### config.mk
export PLATFORM = sky130hd
export DESIGN_NAME = spi_clkdiv
export DESIGN_NICKNAME = d
export VERILOG_FILES = /design/src/rtl/spi_clkdiv_pkg.sv /design/src/rtl/spi_clkdiv_cfg.sv /design/src/rtl/spi_clkdiv_timer.sv /design/src/rtl/spi_clkdiv_edge.sv /design/src/rtl/spi_clkdiv.sv
export SDC_FILE = /design/constraint.sdc
export NUM_CORES = 1
export LEC_CHECK = 0
export ABC_CLOCK_PERIOD_IN_PS = 2400
export BUFFER_PORTS_ARGS = -buffer_cell sky130_fd_sc_hd__buf_4
export CAP_MARGIN = 0
export CORE_MARGIN = 8
export CORE_UTILIZATION = 45
export CTS_CLUSTER_DIAMETER = 50
export DETAILED_ROUTE_END_ITERATION = 12
export HOLD_SLACK_MARGIN = 0.06
export SLEW_MARGIN = 30
export SYNTH_ARGS = -nofsm -noshare
export SYNTH_HDL_FRONTEND = slang
export SYNTH_SLANG_ARGS = --single-unit
### constraint.sdc
create_clock -name clk -period 2.4 [get_ports clk]
set_input_delay 0.12 -clock clk [delete_from_list [all_inputs] [get_ports clk]]
set_output_delay 0.12 -clock clk [all_outputs]
set_load 0.01 [all_outputs]
### src/rtl/spi_clkdiv_pkg.sv
package spi_clkdiv_pkg;
  typedef enum logic {
    DIV_POW2   = 1'b0,
    DIV_LINEAR = 1'b1
  } div_mode_e;
endpackage

### src/rtl/spi_clkdiv_cfg.sv
// Captures mode/divisor while disabled and converts them to a half-period length.
module spi_clkdiv_cfg #(
  parameter int DIV_W = 8,
  parameter int EXP_W = 4,
  parameter int CNT_W = 16
) (
  input  logic             clk,
  input  logic             rst_n,
  input  logic             enable,
  input  logic             mode,
  input  logic [DIV_W-1:0] divisor,
  output logic [CNT_W-1:0] half_len
);
  import spi_clkdiv_pkg::*;
  localparam int MAX_EXP = (1 << EXP_W) - 1;

  logic [EXP_W-1:0] exp_sel;
  logic [CNT_W-1:0] len_next;

  always_comb begin
    // Exponents above the field range are clamped
    if (divisor > DIV_W'(MAX_EXP)) exp_sel = EXP_W'(MAX_EXP);
    else                           exp_sel = divisor[EXP_W-1:0];
    if (div_mode_e'(mode) == DIV_LINEAR)
      len_next = CNT_W'(divisor) + CNT_W'(1);
    else
      len_next = CNT_W'(1) << exp_sel;
  end

  // Configuration is latched only while the controller is off
  always_ff @(posedge clk or negedge rst_n) begin
    if (!rst_n)       half_len <= CNT_W'(1);
    else if (!enable) half_len <= len_next;
  end
endmodule

### src/rtl/spi_clkdiv_timer.sv
// Half-period counter; raises tick on the last cycle of each half period.
module spi_clkdiv_timer #(
  parameter int CNT_W = 16
) (
  input  logic             clk,
  input  logic             rst_n,
  input  logic             active,
  input  logic [CNT_W-1:0] half_len,
  output logic             tick
);
  logic [CNT_W-1:0] cnt;

  assign tick = active && (cnt == half_len - CNT_W'(1));

  always_ff @(posedge clk or negedge rst_n) begin
    if (!rst_n)       cnt <= '0;
    else if (!active) cnt <= '0;
    else if (tick)    cnt <= '0;
    else              cnt <= cnt + CNT_W'(1);
  end
endmodule

### src/rtl/spi_clkdiv_edge.sv
// Serial clock register and edge strobes.
module spi_clkdiv_edge (
  input  logic clk,
  input  logic rst_n,
  input  logic active,
  input  logic tick,
  output logic sclk,
  output logic lead_stb,
  output logic trail_stb
);
  always_ff @(posedge clk or negedge rst_n) begin
    if (!rst_n) begin
      sclk      <= 1'b0;
      lead_stb  <= 1'b0;
      trail_stb <= 1'b0;
    end else if (!active) begin
      sclk      <= 1'b0;
      lead_stb  <= 1'b0;
      trail_stb <= 1'b0;
    end else begin
      lead_stb  <= tick && !sclk;
      trail_stb <= tick && sclk;
      if (tick) sclk <= !sclk;
    end
  end
endmodule

### src/rtl/spi_clkdiv.sv
module spi_clkdiv #(
  parameter int DIV_W = 8,
  parameter int EXP_W = 4
) (
  input  logic             clk,
  input  logic             rst_n,
  input  logic             enable,
  input  logic             mode,
  input  logic [DIV_W-1:0] divisor,
  input  logic             run,
  output logic             sclk,
  output logic             lead_stb,
  output logic             trail_stb
);
  localparam int MAX_EXP = (1 << EXP_W) - 1;
  localparam int CNT_W   = (MAX_EXP + 1 > DIV_W + 1) ? MAX_EXP + 1 : DIV_W + 1;

  logic             active;
  logic             tick;
  logic [CNT_W-1:0] half_len;

  assign active = enable && run;

  spi_clkdiv_cfg #(.DIV_W(DIV_W), .EXP_W(EXP_W), .CNT_W(CNT_W)) u_cfg (
    .clk(clk), .rst_n(rst_n), .enable(enable), .mode(mode),
    .divisor(divisor), .half_len(half_len)
  );

  spi_clkdiv_timer #(.CNT_W(CNT_W)) u_timer (
    .clk(clk), .rst_n(rst_n), .active(active), .half_len(half_len), .tick(tick)
  );

  spi_clkdiv_edge u_edge (
    .clk(clk), .rst_n(rst_n), .active(active), .tick(tick),
    .sclk(sclk), .lead_stb(lead_stb), .trail_stb(trail_stb)
  );
endmodule

==> impl_metrics.py <==
metrics = {
    "logic_synthesis": {
        "syn_area_um2": 2400,
        "syn_nets": 296,
        "yosys-top-cells-area": "dfrtp_1 35%, xor2_1 7.7%, xnor2_1 6.2%",
        "synth_top_area_share_pct": 35.5,
        "synth_edf_count": 0,
        "synth.yosys.seq_area_share_pct": 36.6,
        "synth-seq-cells": 35,
        "yosysTopAreaCell": "dfrtp_1",
        "ys.flop_type": "dfrtp_1",
        "synth_warnings": 0,
        "syn_inst": 280,
        "postSynthAreaPerCell_um2": 8.56,
        "ys_types": 53,
        "synthArstFlopShare_pct": 100,
    },
    "run_status": {
        "violations": "negative setup slack",
        "status": "finished with violations",
    },
    "die": {
        "dieWidth_um": 89.0,
        "initial_core_util_pct": 46.6,
        "io_pins": 16,
        "coreArea_um2": 5140,
        "chipHeight_um": 89.0,
        "die_area_um2": 7920,
        "rows": 26,
    },
    "clock_network": {
        "clk_latency_ps": 290,
        "root_buffer": "clkbuf_8",
        "cts.sinks": 35,
        "cts_buffers": 5,
        "clk_pin_slew_ps": 70,
        "cts_tree": "done",
        "clk_path_buf_depth": 2,
        "cts_htree_levels": 2,
    },
    "pwr": {
        "p_int_uw": 1010,
        "pwr-share-comb_pct": 22.0,
        "p_sw_uw": 390,
        "p_seq_share_pct": 44.3,
        "leakage_uw": 0.00123,
        "clockPowerShare_pct": 33.7,
        "design_power_total_uw": 1400,
        "swShare_pct": 27.9,
        "power_density_nw_per_um2": 474,
        "peakVddDrop_v": 0.000263,
    },
    "route": {
        "highest_layer": "met4",
        "drtAntennaViolNets": 0,
        "wl_per_cell_um": 15.3,
        "wl_met2_mm": 2.81,
        "via_per_inst": 5.53,
        "drt-pass1-iter-count": 4,
        "vias": 2147,
        "totalWireLength_mm": 5.92,
        "drt_iter0_drc": 87,
        "post-route-drc-count": 0,
        "m1WireLength_mm": 2.86,
        "route.met3.wl_um": 186,
    },
    "finish": {
        "fillers": 501,
        "mostFrequentLayoutCells": "38 x buf_4, 34 x dfrtp_1, 27 x nor2_1, 27 x nand2_1, 21 x xor2_1",
        "antenna_cells": 0,
        "drive_gt1_share_pct": 22.6,
        "register_area_um2": 877,
        "multi_input_area_um2": 1500,
        "nets": 333,
        "final_common_cell": "buf_4",
        "area_delta_synth_final_pct": 23.3,
        "post-route-util_pct": 57.5,
    },
    "hold_path": {
        "hold_class": "primary input to register",
    },
    "setup_path": {
        "end_kind": "register",
        "cp.arrival_ps": 2810,
        "crit_path_start_kind": "register",
        "rrSetupSlack_ps": -190,
        "crit_type": "register to register",
        "cp.required_ps": 2620,
        "critical_path.max_fanout": 4,
    },
    "flow_run": {
        "cap_violations": 0,
    },
    "global_routing": {
        "grt.overflow.total": 0,
        "antenna_found_initial": 0,
        "grt_usage_pct": 16.2,
        "grt_pass1_vias": 2056,
        "grt_max_degree": 36,
        "grt_pass1_wl_mm": 10.1,
    },
    "placement": {
        "io_buffers": 15,
        "gp_congestion": 0.901,
        "dpl.hpwl_mm": 4.52,
        "place_ws_ps": -263,
    },
    "timing": {
        "worst_clock_skew_ps": 7.47,
        "setup_slack_ps": -187,
        "tightest_slew_ps": 595,
        "rsz0062_at_grt": "true",
        "max_slew_margin_pct": 59.9,
        "post-route-min-period_ps": 2590,
        "period_share_pct": 108,
        "setup-violations-final": 19,
        "fmax_ghz": 0.387,
        "hold_viol": 0,
        "report.final.slew_viol_count": 0,
    },
}
[sequential cells by signal (all words and copies together), names as in the netlist]
name              cells
u_cfg.half_len       16
u_edge.lead_stb       1
u_edge.sclk           1
u_edge.trail_stb      1
u_timer.cnt          16
[what timing repair did]
item	in CTS	in global routing
resized for setup	9	9
endpoints found under the setup margin	19	19
pin swaps	3	1
hold buffers	1	0
hold endpoints to repair	34	0
setup buffers	0	1
[cells by family after synthesis]
family / after synthesis / synth area share (%)
compound gates: 56 / 16.3
xor+xnor: 38 / 13.9
fa+ha+maj: 3 / 1.57
buf+inv: 23 / 4.23
flops: 35 / 36.6
simple gates: 125 / 27.5
[synth_stat cells, types with 2 or more instances]
library cell  instances
dfrtp_1              34
nor2_1               28
nand2_1              27
xor2_1               21
nand3_1              17
xnor2_1              17
a21oi_1              16
nor3_1               12
clkbuf_1             10
inv_1                10
o21ai_0              10
and3_1                6
o31ai_1               6
a221oi_1              4
nand4_1               4
or3_1                 4
a22oi_1               3
and2_1                3
ha_1                  3
nor2b_1               3
nor4_1                3
or4_1                 3
a41oi_1               2
buf_4                 2
nand2b_1              2
nor3b_1               2
nor4b_1               2
[final cells by class]
class                   instances  area share (%)
multi-input cells             222            50.6
flip-flops and latches         35            29.7
repair buffers                 43            12.1
clock buffers                   8            3.39
well taps                      70            2.96
inverters                      10            1.27
[final timing paths]
path	to	startpoint	depth (start not counted)
max	u_edge.sclk$_DFFE_PN0P_	u_cfg.half_len[1]$_DFFE_PN0N_	9
min	u_edge.sclk$_DFFE_PN0P_	run	3
max reg2reg	u_edge.sclk$_DFFE_PN0P_	u_cfg.half_len[1]$_DFFE_PN0N_	9
min reg2reg	u_edge.lead_stb$_DFF_PN0_	u_edge.sclk$_DFFE_PN0P_	1
max in group asynchronous	u_cfg.half_len[0]$_DFFE_PN1N_	rst_n	2
min in group asynchronous	u_timer.cnt[8]$_DFF_PN0_	rst_n	2
[power groups by stage]
stage	Sequential (uW)	Clock, uW	Combinational, uW
detailed placement	631	0	288
finish	620	472	308
floorplan	637	0	155
global placement	630	0	284
global route	622	518	339
CTS	620	486	297
[critical path, stage by stage, from the launching register on]
cell and delay [ps]:
dfrtp_1 390, inv_2 80, ha_4 140, or4b_4 470
or4_4 440, xnor2_2 150, a21oi_2 160, nand4_4 130
or4_4 440, a21oi_2 140
[per-layer routing]
layer  global-route usage, %  vias up
met1                    22.3     1035
met4                    5.44        0
met2                    24.9       28
met3                    2.85        7
li1                        -     1077
met5                       0        -
[through the flow]
step / cell area [um2] / std cells / TNS [ps] / hold slack (ps)
after floorplan: 2400 / 280 / -2790 / -176
after global placement: 2750 / 378 / -3010 / 104
after detailed placement: 2750 / 378 / -3840 / 105
after CTS: 2900 / 387 / -2420 / 104
after global routing: 2960 / 388 / -4770 / 116
final: 2960 / 388 / -2930 / 110
No activity file was read; power rests on OpenSTA's default activity.
